[config.mk]
export PLATFORM = sky130hd
export DESIGN_NAME = rh_port_status
export DESIGN_NICKNAME = d
export VERILOG_FILES = /design/src/rtl/rh_port_pkg.sv /design/src/rtl/rh_port_timer.sv /design/src/rtl/rh_port_chg_flags.sv /design/src/rtl/rh_port_ctrl.sv /design/src/rtl/rh_port_status.sv
export SDC_FILE = /design/constraint.sdc
export NUM_CORES = 1
export LEC_CHECK = 0
export ABC_AREA = 1
export CAP_MARGIN = 20
export CORE_MARGIN = 2
export CORE_UTILIZATION = 40
export CTS_CLUSTER_SIZE = 14
export DETAILED_ROUTE_END_ITERATION = 16
export GPL_ROUTABILITY_DRIVEN = 0
export HOLD_SLACK_MARGIN = 0.12
export PLACE_DENSITY = 0.91
export REMOVE_ABC_BUFFERS = 1
export SETUP_SLACK_MARGIN = 0.15
export SLEW_MARGIN = 15
export SYNTH_ARGS = -nofsm -noshare
export SYNTH_HDL_FRONTEND = slang
export SYNTH_SLANG_ARGS = --single-unit
export TNS_END_PERCENT = 10
[constraint.sdc]
create_clock -name clk -period 1.7 [get_ports clk]
set_clock_uncertainty 0.2 [all_clocks]
set_input_delay 0.34 -clock clk [delete_from_list [all_inputs] [get_ports clk]]
set_output_delay 0.34 -clock clk [all_outputs]
set_load 0.02 [all_outputs]
[src/rtl/rh_port_pkg.sv]
package rh_port_pkg;

  // Bit positions shared by the read and write views of the port word.
  localparam int B_CONN_CLREN  = 0;
  localparam int B_EN_SETEN    = 1;
  localparam int B_SUSP_SETSUS = 2;
  localparam int B_OC_CLRSUS   = 3;
  localparam int B_RST_SETRST  = 4;
  localparam int B_PWR_SETPWR  = 8;
  localparam int B_LS_CLRPWR   = 9;

  localparam int FLAG_N   = 5;
  localparam int FLAG_LSB = 16;

  // Index of each sticky flag inside the flag field.
  localparam int FL_CONN = 0;
  localparam int FL_EN   = 1;
  localparam int FL_SUSP = 2;
  localparam int FL_OC   = 3;
  localparam int FL_RST  = 4;

  typedef struct packed {
    logic clr_pwr;
    logic set_pwr;
    logic set_rst;
    logic clr_susp;
    logic set_susp;
    logic set_en;
    logic clr_en;
  } port_cmd_t;

endpackage

[src/rtl/rh_port_timer.sv]
module rh_port_timer #(
  parameter int CYCLES = 10
) (
  input  logic clk,
  input  logic rst_n,
  input  logic start,
  input  logic abort,
  output logic active,
  output logic done
);

  localparam int CW = (CYCLES > 1) ? $clog2(CYCLES) : 1;
  localparam logic [CW-1:0] LOAD = CW'(CYCLES - 1);

  logic [CW-1:0] cnt_q, cnt_n;
  logic          act_q, act_n;
  logic          tick;

  always_comb begin
    cnt_n = cnt_q;
    act_n = act_q;
    done  = act_q & (cnt_q == '0) & ~abort;
    if (abort) begin
      act_n = 1'b0;
      cnt_n = '0;
    end else if (act_q) begin
      if (cnt_q == '0) act_n = 1'b0;
      else             cnt_n = cnt_q - 1'b1;
    end else if (start) begin
      act_n = 1'b1;
      cnt_n = LOAD;
    end
  end

  assign tick = abort | act_q | start;

  always_ff @(posedge clk or negedge rst_n) begin
    if (!rst_n) begin
      act_q <= 1'b0;
      cnt_q <= '0;
    end else if (tick) begin
      act_q <= act_n;
      cnt_q <= cnt_n;
    end
  end

  assign active = act_q;

  // a finishing count releases the sequence on the next cycle.
  a_r6_done_releases: assert property (@(posedge clk) disable iff (!rst_n)
    done |=> !active);
  // an accepted start is visible one cycle later.
  a_r7_start_arms: assert property (@(posedge clk) disable iff (!rst_n)
    (start && !abort && !active) |=> active);

endmodule

[src/rtl/rh_port_chg_flags.sv]
module rh_port_chg_flags #(
  parameter int N = 5
) (
  input  logic         clk,
  input  logic         rst_n,
  input  logic [N-1:0] set_i,
  input  logic [N-1:0] clr_i,
  output logic [N-1:0] flags_o
);

  for (genvar g = 0; g < N; g++) begin : g_flag
    logic q, d, we;

    always_comb begin
      we = set_i[g] | clr_i[g];
      d  = set_i[g];
    end

    always_ff @(posedge clk or negedge rst_n) begin
      if (!rst_n)  q <= 1'b0;
      else if (we) q <= d;
    end

    assign flags_o[g] = q;

    // a set event beats a clear in the same cycle.
    a_r9_set_wins: assert property (@(posedge clk) disable iff (!rst_n)
      set_i[g] |=> flags_o[g]);
    // writing 1 clears the flag when no event arrives.
    a_r9_w1c: assert property (@(posedge clk) disable iff (!rst_n)
      (clr_i[g] && !set_i[g]) |=> !flags_o[g]);
  end

endmodule

[src/rtl/rh_port_ctrl.sv]
module rh_port_ctrl
  import rh_port_pkg::*;
(
  input  logic      clk,
  input  logic      rst_n,
  input  port_cmd_t cmd,
  input  logic      conn_q,
  input  logic      conn_chg,
  input  logic      oc_now,
  input  logic      rst_active,
  input  logic      rst_done,
  input  logic      rsm_active,
  input  logic      rsm_done,
  output logic      powered,
  output logic      enabled,
  output logic      suspended,
  output logic      rst_start,
  output logic      rst_abort,
  output logic      rsm_start,
  output logic      rsm_abort,
  output logic      pesc_set,
  output logic      csc_cmd
);

  logic pwr_q, pwr_n, pwr_we;
  logic en_q, en_n;
  logic sus_q, sus_n;
  logic live, kill, sw_disable;

  always_comb begin
    live       = pwr_q;
    kill       = (live & cmd.clr_pwr) | conn_chg | oc_now;
    sw_disable = live & cmd.clr_en;

    rst_start = live & cmd.set_rst & conn_q & ~rst_active & ~kill;
    rst_abort = kill;
    rsm_abort = kill | sw_disable | rst_start;
    rsm_start = live & cmd.clr_susp & sus_q & ~rsm_active & ~rsm_abort;

    // Power: set is always honoured, clear only counts while powered.
    pwr_we = cmd.set_pwr | (live & cmd.clr_pwr);
    pwr_n  = ~(live & cmd.clr_pwr);

    // Enable: set, then software clear, then reset completion, then hardware kill.
    en_n = en_q;
    if (live & cmd.set_en & conn_q) en_n = 1'b1;
    if (sw_disable)                 en_n = 1'b0;
    if (rst_done)                   en_n = 1'b1;
    if (kill)                       en_n = 1'b0;

    // Suspend follows enable down and drops when a resume finishes.
    sus_n = sus_q;
    if (live & cmd.set_susp & en_q & ~rst_active) sus_n = 1'b1;
    if (rsm_done)                                 sus_n = 1'b0;
    if (rsm_abort)                                sus_n = 1'b0;

    pesc_set = en_q & kill;
    csc_cmd  = live & ~conn_q & (cmd.set_en | cmd.set_rst);
  end

  always_ff @(posedge clk or negedge rst_n) begin
    if (!rst_n)      pwr_q <= 1'b0;
    else if (pwr_we) pwr_q <= pwr_n;
  end

  always_ff @(posedge clk or negedge rst_n) begin
    if (!rst_n) begin
      en_q  <= 1'b0;
      sus_q <= 1'b0;
    end else begin
      en_q  <= en_n;
      sus_q <= sus_n;
    end
  end

  assign powered   = pwr_q;
  assign enabled   = en_q;
  assign suspended = sus_q;

  // suspend only exists on an enabled port.
  a_r7_susp_needs_en: assert property (@(posedge clk) disable iff (!rst_n)
    sus_q |-> en_q);
  // an unpowered port is idle.
  a_r4_unpowered_idle: assert property (@(posedge clk) disable iff (!rst_n)
    !pwr_q |-> (!en_q && !rst_active && !rsm_active));
  // reset completion always leaves the port enabled.
  a_r6_done_enables: assert property (@(posedge clk) disable iff (!rst_n)
    rst_done |=> en_q);

endmodule

[src/rtl/rh_port_status.sv]
module rh_port_status
  import rh_port_pkg::*;
#(
  parameter int RESET_CYCLES  = 10,
  parameter int RESUME_CYCLES = 6
) (
  input  logic        clk,
  input  logic        rst_n,
  input  logic        wr_en,
  input  logic [31:0] wr_data,
  output logic [31:0] rd_data,
  input  logic        dev_conn_i,
  input  logic        dev_oc_i,
  input  logic        dev_ls_i
);

  logic conn_q, oc_q, ls_q;
  logic conn_chg, oc_chg;
  port_cmd_t cmd;
  logic [FLAG_N-1:0] flag_set, flag_clr, flags;

  logic powered, enabled, suspended;
  logic rst_start, rst_abort, rst_active, rst_done;
  logic rsm_start, rsm_abort, rsm_active, rsm_done;
  logic pesc_set, csc_cmd;

  always_ff @(posedge clk or negedge rst_n) begin
    if (!rst_n) begin
      conn_q <= 1'b0;
      oc_q   <= 1'b0;
      ls_q   <= 1'b0;
    end else begin
      conn_q <= dev_conn_i;
      oc_q   <= dev_oc_i;
      ls_q   <= dev_ls_i;
    end
  end

  always_comb begin
    conn_chg     = dev_conn_i ^ conn_q;
    oc_chg       = dev_oc_i ^ oc_q;
    cmd.clr_en   = wr_en & wr_data[B_CONN_CLREN];
    cmd.set_en   = wr_en & wr_data[B_EN_SETEN];
    cmd.set_susp = wr_en & wr_data[B_SUSP_SETSUS];
    cmd.clr_susp = wr_en & wr_data[B_OC_CLRSUS];
    cmd.set_rst  = wr_en & wr_data[B_RST_SETRST];
    cmd.set_pwr  = wr_en & wr_data[B_PWR_SETPWR];
    cmd.clr_pwr  = wr_en & wr_data[B_LS_CLRPWR];
    flag_clr     = wr_en ? wr_data[FLAG_LSB +: FLAG_N] : '0;
    flag_set          = '0;
    flag_set[FL_CONN] = conn_chg | csc_cmd;
    flag_set[FL_EN]   = pesc_set;
    flag_set[FL_SUSP] = rsm_done;
    flag_set[FL_OC]   = oc_chg;
    flag_set[FL_RST]  = rst_done;
  end

  rh_port_ctrl i_ctrl (
    .clk        (clk),
    .rst_n      (rst_n),
    .cmd        (cmd),
    .conn_q     (conn_q),
    .conn_chg   (conn_chg),
    .oc_now     (dev_oc_i),
    .rst_active (rst_active),
    .rst_done   (rst_done),
    .rsm_active (rsm_active),
    .rsm_done   (rsm_done),
    .powered    (powered),
    .enabled    (enabled),
    .suspended  (suspended),
    .rst_start  (rst_start),
    .rst_abort  (rst_abort),
    .rsm_start  (rsm_start),
    .rsm_abort  (rsm_abort),
    .pesc_set   (pesc_set),
    .csc_cmd    (csc_cmd)
  );

  rh_port_timer #(.CYCLES(RESET_CYCLES)) i_rst_timer (
    .clk    (clk),
    .rst_n  (rst_n),
    .start  (rst_start),
    .abort  (rst_abort),
    .active (rst_active),
    .done   (rst_done)
  );

  rh_port_timer #(.CYCLES(RESUME_CYCLES)) i_rsm_timer (
    .clk    (clk),
    .rst_n  (rst_n),
    .start  (rsm_start),
    .abort  (rsm_abort),
    .active (rsm_active),
    .done   (rsm_done)
  );

  rh_port_chg_flags #(.N(FLAG_N)) i_flags (
    .clk     (clk),
    .rst_n   (rst_n),
    .set_i   (flag_set),
    .clr_i   (flag_clr),
    .flags_o (flags)
  );

  always_comb begin
    rd_data                        = '0;
    rd_data[B_CONN_CLREN]          = conn_q;
    rd_data[B_EN_SETEN]            = enabled;
    rd_data[B_SUSP_SETSUS]         = suspended;
    rd_data[B_OC_CLRSUS]           = oc_q;
    rd_data[B_RST_SETRST]          = rst_active;
    rd_data[B_PWR_SETPWR]          = powered;
    rd_data[B_LS_CLRPWR]           = ls_q;
    rd_data[FLAG_LSB +: FLAG_N]    = flags;
  end

  // Checker-only delayed copy of the attach state.
  logic conn_d;
  always_ff @(posedge clk or negedge rst_n) begin
    if (!rst_n) conn_d <= 1'b0;
    else        conn_d <= conn_q;
  end

  // enable implies an attached device.
  a_r5_en_needs_conn: assert property (@(posedge clk) disable iff (!rst_n)
    rd_data[B_EN_SETEN] |-> rd_data[B_CONN_CLREN]);
  // never enabled while over-current is reported.
  a_r8_en_not_oc: assert property (@(posedge clk) disable iff (!rst_n)
    rd_data[B_EN_SETEN] |-> !rd_data[B_OC_CLRSUS]);
  // a seen attach change has its flag raised.
  a_r8_conn_flag: assert property (@(posedge clk) disable iff (!rst_n)
    (conn_q != conn_d) |-> rd_data[FLAG_LSB + FL_CONN]);
  // a reset only runs on a powered port.
  a_r6_reset_powered: assert property (@(posedge clk) disable iff (!rst_n)
    rd_data[B_RST_SETRST] |-> rd_data[B_PWR_SETPWR]);

endmodule

==> results of run 1 <==
stage by stage:
step	util, %	cell area [um^2]
2_1_floorplan	-	1200
3_3_place_gp	48.9	1620
3_5_place_dp	48.9	1620
4_1_cts	50.7	1680
5_1_grt	51.7	1710
6_report	51.7	1710
cell families (layout without fill, tap and decap cells):
logic type	count (synthesis)	count (layout)
xor gates and xnor gates	3	3
adders and majority gates	3	3
other	1	20
and+or+nand+nor	53	53
AOI/OAI and AO/OA	20	20
DFF	20	20
buffers and inverters	56	69
metal layers:
metal / wire length [um] / vias up
met5: 0 / -
met1: 1060 / 484
li1: - / 514
met2: 1330 / 34
met4: 21 / 0
met3: 141 / 2
registers in the layout (all words and copies together) (netlist names):
register / cells
i_ctrl.enabled: 1
i_rsm_timer.cnt_q: 3
conn_q: 1
i_ctrl.powered: 1
ls_q: 1
oc_q: 1
i_flags.g_flag.q: 5
i_ctrl.suspended: 1
i_rsm_timer.active: 1
i_rst_timer.cnt_q: 4
i_rst_timer.active: 1
synth_stat cells (all sizes together):
cell and count:
buf 33, nand2 29, inv 23, dfrtp 20, nand3 10, o21ai 10
nor2 9, nand4 4, ha 3, o2111ai 3, a21oi 2, xnor2 2
a211oi 1, a22o 1, a31oi 1, conb 1, nor3 1, o211ai 1
o2bb2ai 1, xor2 1
worst min-delay path by stage:
| stage | slack [ns] | cells after the start | to |
|---|---|---|---|
| 2_1_floorplan | -0.16 | 0 | conn_q |
| 3_3_place_gp | 0.26 | 2 | i_flags.g_flag[4].q |
| 3_5_place_dp | 0.28 | 2 | i_flags.g_flag[2].q |
| 4_1_cts | 0.15 | 2 | i_rst_timer.cnt_q[2] |
| 5_1_grt | 0.19 | 2 | i_rst_timer.cnt_q[3] |
| 6_report | 0.15 | 2 | i_rst_timer.cnt_q[0] |
what timing repair did:
action	CTS	global route
resized for setup	25	6
endpoints found under the setup margin	21	21
hold buffers	0	0
pin swaps	2	3
setup buffers	1	2
worst reg2reg max path, cell delays in order (launching register included):
cell and delay, ns:
dfrtp_1 0.42, inv_1 0.09, ha_1 0.14, nand2_1 0.08, nor2_4 0.18, inv_1 0.10, nand2_2 0.08, o2111ai_1 0.11
nand2_1 0.07
power by group:
part           leakage [nW]  switching, mW  internal, mW
Clock                0.0210          0.159         0.131
Combinational         0.599          0.163         0.114
Sequential            0.260         0.0178         0.496
Total                 0.880          0.340         0.741
layout make-up:
| cell class | instances | area, um^2 | share of cell area, % |
|---|---|---|---|
| timing repair buffer | 42 | 393 | 22.9 |
| clock buffer | 4 | 36.3 | 2.12 |
| multi-input combinational | 99 | 637 | 37.2 |
| inverter | 23 | 88.8 | 5.19 |
| tap | 46 | 57.6 | 3.36 |
| sequential | 20 | 500 | 29.2 |
==> impl_metrics.json, run 1 <==
{
  "clk_pin_slew_ns": 0.12,
  "pin_count": 70,
  "cts_root_buffer": "clkbuf_4",
  "grt_pass1_vias": 1013,
  "startpoint_type": "flip-flop",
  "endpoint_kind": "primary output",
  "synthXorXnorAreaFrac_pct": 1.91,
  "grt_setup_unrepaired": "yes",
  "status": "finished, final reports clean",
  "r2r_start": "i_rsm_timer.cnt_q[0]",
  "dpl.hpwl_um": 1980,
  "tritoncts": "done",
  "grt_use_met1_pct": 16.1,
  "synth_top_family_by_area": "buffers and inverters",
  "antenna_found_initial": 0,
  "htree_levels": 1,
  "power_mw": 1.08,
  "layout-drive-gt1-share_pct": 25.5,
  "arrival_ns": 1.04,
  "ys_seq_elements": 20,
  "muxShareOfSynthArea_pct": 0,
  "num_vias": 1034,
  "drt_iter0_drc": 17,
  "core.rowCount": 21,
  "initial_core_util_pct": 41.6,
  "path_class": "reg2out",
  "layout_common_cells": "nand2_1 (23), conb_1 (20), dfrtp_1 (20), inv_1 (17), clkdlybuf4s50_1 (16)",
  "synthSimpleGateAreaFrac_pct": 23.3,
  "critical_path_buf_inv_count": 1,
  "grt_use_met3_pct": 3.42,
  "hold_path_class": "in2async",
  "diodes": 0,
  "routedWlPerCell_um": 10.9,
  "die_x_um": 62.7,
  "yosysWarnings": 0,
  "cp.required_ns": 1.16,
  "grt_start_max_net_pins": 21,
  "dp.cells": 227,
  "die_y_um": 62.7,
  "synth.distinct_cells": 32,
  "num-nets-final": 230,
  "syn_avg_cell_area_um2": 8.82,
  "port_buffers": 29,
  "layout_commonest_cell": "nand2_1",
  "crit_chain": "dlygate4sd2_1",
  "post-route-period-util_pct": 92.9,
  "cp_slowest_cell": "dfrtp_1",
  "fp.dieArea_um2": 3930,
  "ant_nets": 0,
  "hold_ws_ns": 0.147,
  "p_per_area_nw_per_um2": 631,
  "cp_slowest_stage_delay_ns": 0.41,
  "r2r_end": "i_rsm_timer.cnt_q[2]",
  "final.setup.worst_slack_ns": 0.120,
  "timing.fmax_ghz": 0.633,
  "fillers": 313,
  "path_depth": 1,
  "finalSetupViolations": 0,
  "area_growth_pct": 24.5,
  "reg2reg_depth": 8,
  "cts_sinks": 20,
  "synth-seq-area-share_pct": 36.4,
  "clock_latency_ns": 0.31,
  "fin_crit_ns": 1.58,
  "netlist_instances": 156,
  "viasPerCell": 4.42,
  "synth_top_area_cell": "dfrtp_1",
  "cap_viol_max_count": 0,
  "crit_start": "oc_q",
  "leakage_nw": 0.880,
  "wl_um": 2550,
  "synth_compound_area_share_pct": 10.7,
  "final_cells": 234,
  "grt_use_met2_pct": 24.9,
  "synth_top_area_share_pct": 36.4,
  "grt_pass1_wl_um": 4390,
  "syn-cell-area_um2": 1380,
  "critPathTopFamily": "flip-flops",
  "place_ws_ns": -0.286,
  "crit_end": "rd_data[3]",
  "fin_setup_tns_ns": 0,
  "overflow": 0,
  "grt_busiest_layer": "met2",
  "cts_buffers": 3,
  "route.detailed.drc": 0,
  "r2r_setup_slack_ns": 0.18,
  "synth_fa_ha_area_share_pct": 2.73,
  "drt_first_pass_iters": 4,
  "netlist_top_cells_area": "dfrtp_1 (36%), buf_4 (17%), nand2_1 (6.5%)",
  "slew_viol_final": 0,
  "cts.path.max_buffers": 2,
  "hold_viol": 0,
  "core_um2": 3310,
  "critPathMaxFanout": 2,
  "peakVddDrop_mv": 0.453,
  "grt.total_usage_pct": 13.7
}
No activity file was read; power rests on OpenSTA's default activity.
==> inputs of run 2 (changes only) <==
- GPL_TIMING_DRIVEN: unset -> 0
==> impl_metrics.json, run 2 (synthesis gave the netlist of run 1 again) <==
{
  "slew_viol_final": 0,
  "drt_first_pass_iters": 4,
  "hold_ws_ns": 0.251,
  "reg.largest.list": "i_flags.g_flag.q (5), i_rst_timer.cnt_q (4), i_rsm_timer.cnt_q (3)",
  "power_mw": 1.10,
  "wl_um": 2780,
  "clk_pin_slew_ns": 0.12,
  "core.rowCount": 21,
  "die_y_um": 62.7,
  "status": "finished, final reports clean",
  "overflow": 0,
  "cap_viol_max_count": 0,
  "hold_viol": 0,
  "route.detailed.drc": 0,
  "tritoncts": "done",
  "core_um2": 3310,
  "routedWlPerCell_um": 11.9,
  "grt_start_max_net_pins": 21,
  "fillers": 316,
  "grt.total_usage_pct": 13.6,
  "cts_sinks": 20,
  "die_x_um": 62.7,
  "path_class": "reg2out",
  "peakVddDrop_mv": 0.493,
  "cts_buffers": 3,
  "grt_pass1_wl_um": 4260,
  "post-route-period-util_pct": 93.1,
  "startpoint_type": "flip-flop",
  "drt_iter0_drc": 21,
  "ant_nets": 0,
  "hold_depth": 1,
  "clock_latency_ns": 0.31,
  "path_common_cell": "buf_6",
  "grt_pass1_vias": 943,
  "leakage_nw": 0.867,
  "fin_crit_ns": 1.58,
  "layout_common_cells": "nand2_1 (20), conb_1 (20), dfrtp_1 (19), inv_1 (15), clkdlybuf4s50_1 (15)",
  "grt_setup_unrepaired": "yes",
  "largest_register_ffs": 5,
  "timing.fmax_ghz": 0.632,
  "layout-drive-gt1-share_pct": 34.0,
  "cp_slowest_stage_delay_ns": 0.48,
  "port_buffers": 29,
  "cts.path.max_buffers": 2,
  "placed_area_um2": 1540,
  "fin_setup_tns_ns": 0,
  "num_vias": 1058,
  "diodes": 0,
  "slew_headroom_pct": 38.1,
  "worstMarginPinSlew_ns": 0.925,
  "arrival_ns": 1.04,
  "design_area_um2": 1800,
  "antenna_found_initial": 0,
  "finalSetupViolations": 0,
  "final_cells": 234,
  "cts_root_buffer": "clkbuf_4",
  "cp_slowest_cell": "dfrtp_2",
  "p_per_area_nw_per_um2": 611,
  "crit_chain": "buf_6, buf_6",
  "top_register": "i_flags.g_flag.q",
  "area_growth_pct": 30.5,
  "dpl.hpwl_um": 1920,
  "dp.cells": 217,
  "initial_core_util_pct": 41.6,
  "reg2reg_depth": 8,
  "htree_levels": 1,
  "hold_path_class": "in2reg",
  "pin_count": 70,
  "fp.dieArea_um2": 3930,
  "multi_input_area_um2": 694,
  "critPathMaxFanout": 5,
  "endpoint_kind": "primary output",
  "num-nets-final": 230,
  "regArea_um2": 502,
  "cp.required_ns": 1.16,
  "viasPerCell": 4.52
}
## run 2: metrics by stage
stage	utilization, %	setup WS (ns)
2_1_floorplan	-	0.123
3_3_place_gp	46.6	-0.406
3_5_place_dp	46.6	-0.445
4_1_cts	49.0	0.0756
5_1_grt	54.2	0.0628
6_report	54.2	0.118
## run 2: where the power goes
group,internal [mW],switching [mW]
clock,0.131,0.154
combinational,0.118,0.177
sequential,0.496,0.0212
total,0.745,0.352
## run 2: layout make-up
class,count,share of cell area (%)
tap,46,3.21
sequential,20,27.9
multi-input combinational,99,38.7
clock buffer,4,2.02
timing repair buffer,42,22.9
inverter,23,5.23
## run 2: critical path, delay by kind of cell (launching register included)
kind	cells	cell delay [ns]
flip-flops	1	0.48
buffers and inverters	2	0.26
## run 2: routing by layer
layer  vias to the layer above  wire (um)  track usage, %
met2                        43       1440            23.4
met5                         -          0               0
met3                         9        178            4.14
met1                       490       1110            16.6
li1                        516          -               -
met4                         0         57            3.33
## run 2: final timing paths
| kind | from | to | slack [ns] |
|---|---|---|---|
| hold / removal | dev_ls_i | ls_q | 0.25 |
| hold reg to reg | i_flags.g_flag[4].q | i_flags.g_flag[4].q | 0.29 |
| min in group asynchronous | rst_n | i_rst_timer.cnt_q[0] | 0.33 |
| setup reg to reg | i_rst_timer.cnt_q[0] | i_rst_timer.cnt_q[3] | 0.14 |
| setup / recovery | conn_q | rd_data[0] | 0.12 |
| max in group asynchronous | rst_n | conn_q | 0.35 |
## run 2: timing repair
| item | in CTS | in global routing |
|---|---|---|
| hold endpoints to repair | 0 | 1 |
| pin swaps | 2 | 11 |
| gates resized for setup | 46 | 20 |
| endpoints found under the setup margin | 26 | 19 |
| hold buffers | 0 | 1 |
| buffers inserted | 1 | 11 |
==> inputs of run 3 (changes only) <==
- CTS_CLUSTER_SIZE: 14 -> 28
- GPL_ROUTABILITY_DRIVEN: 0 -> 1
==> results of run 3 <==
The final DEF is identical to that of run 2; final timing and power are the same.
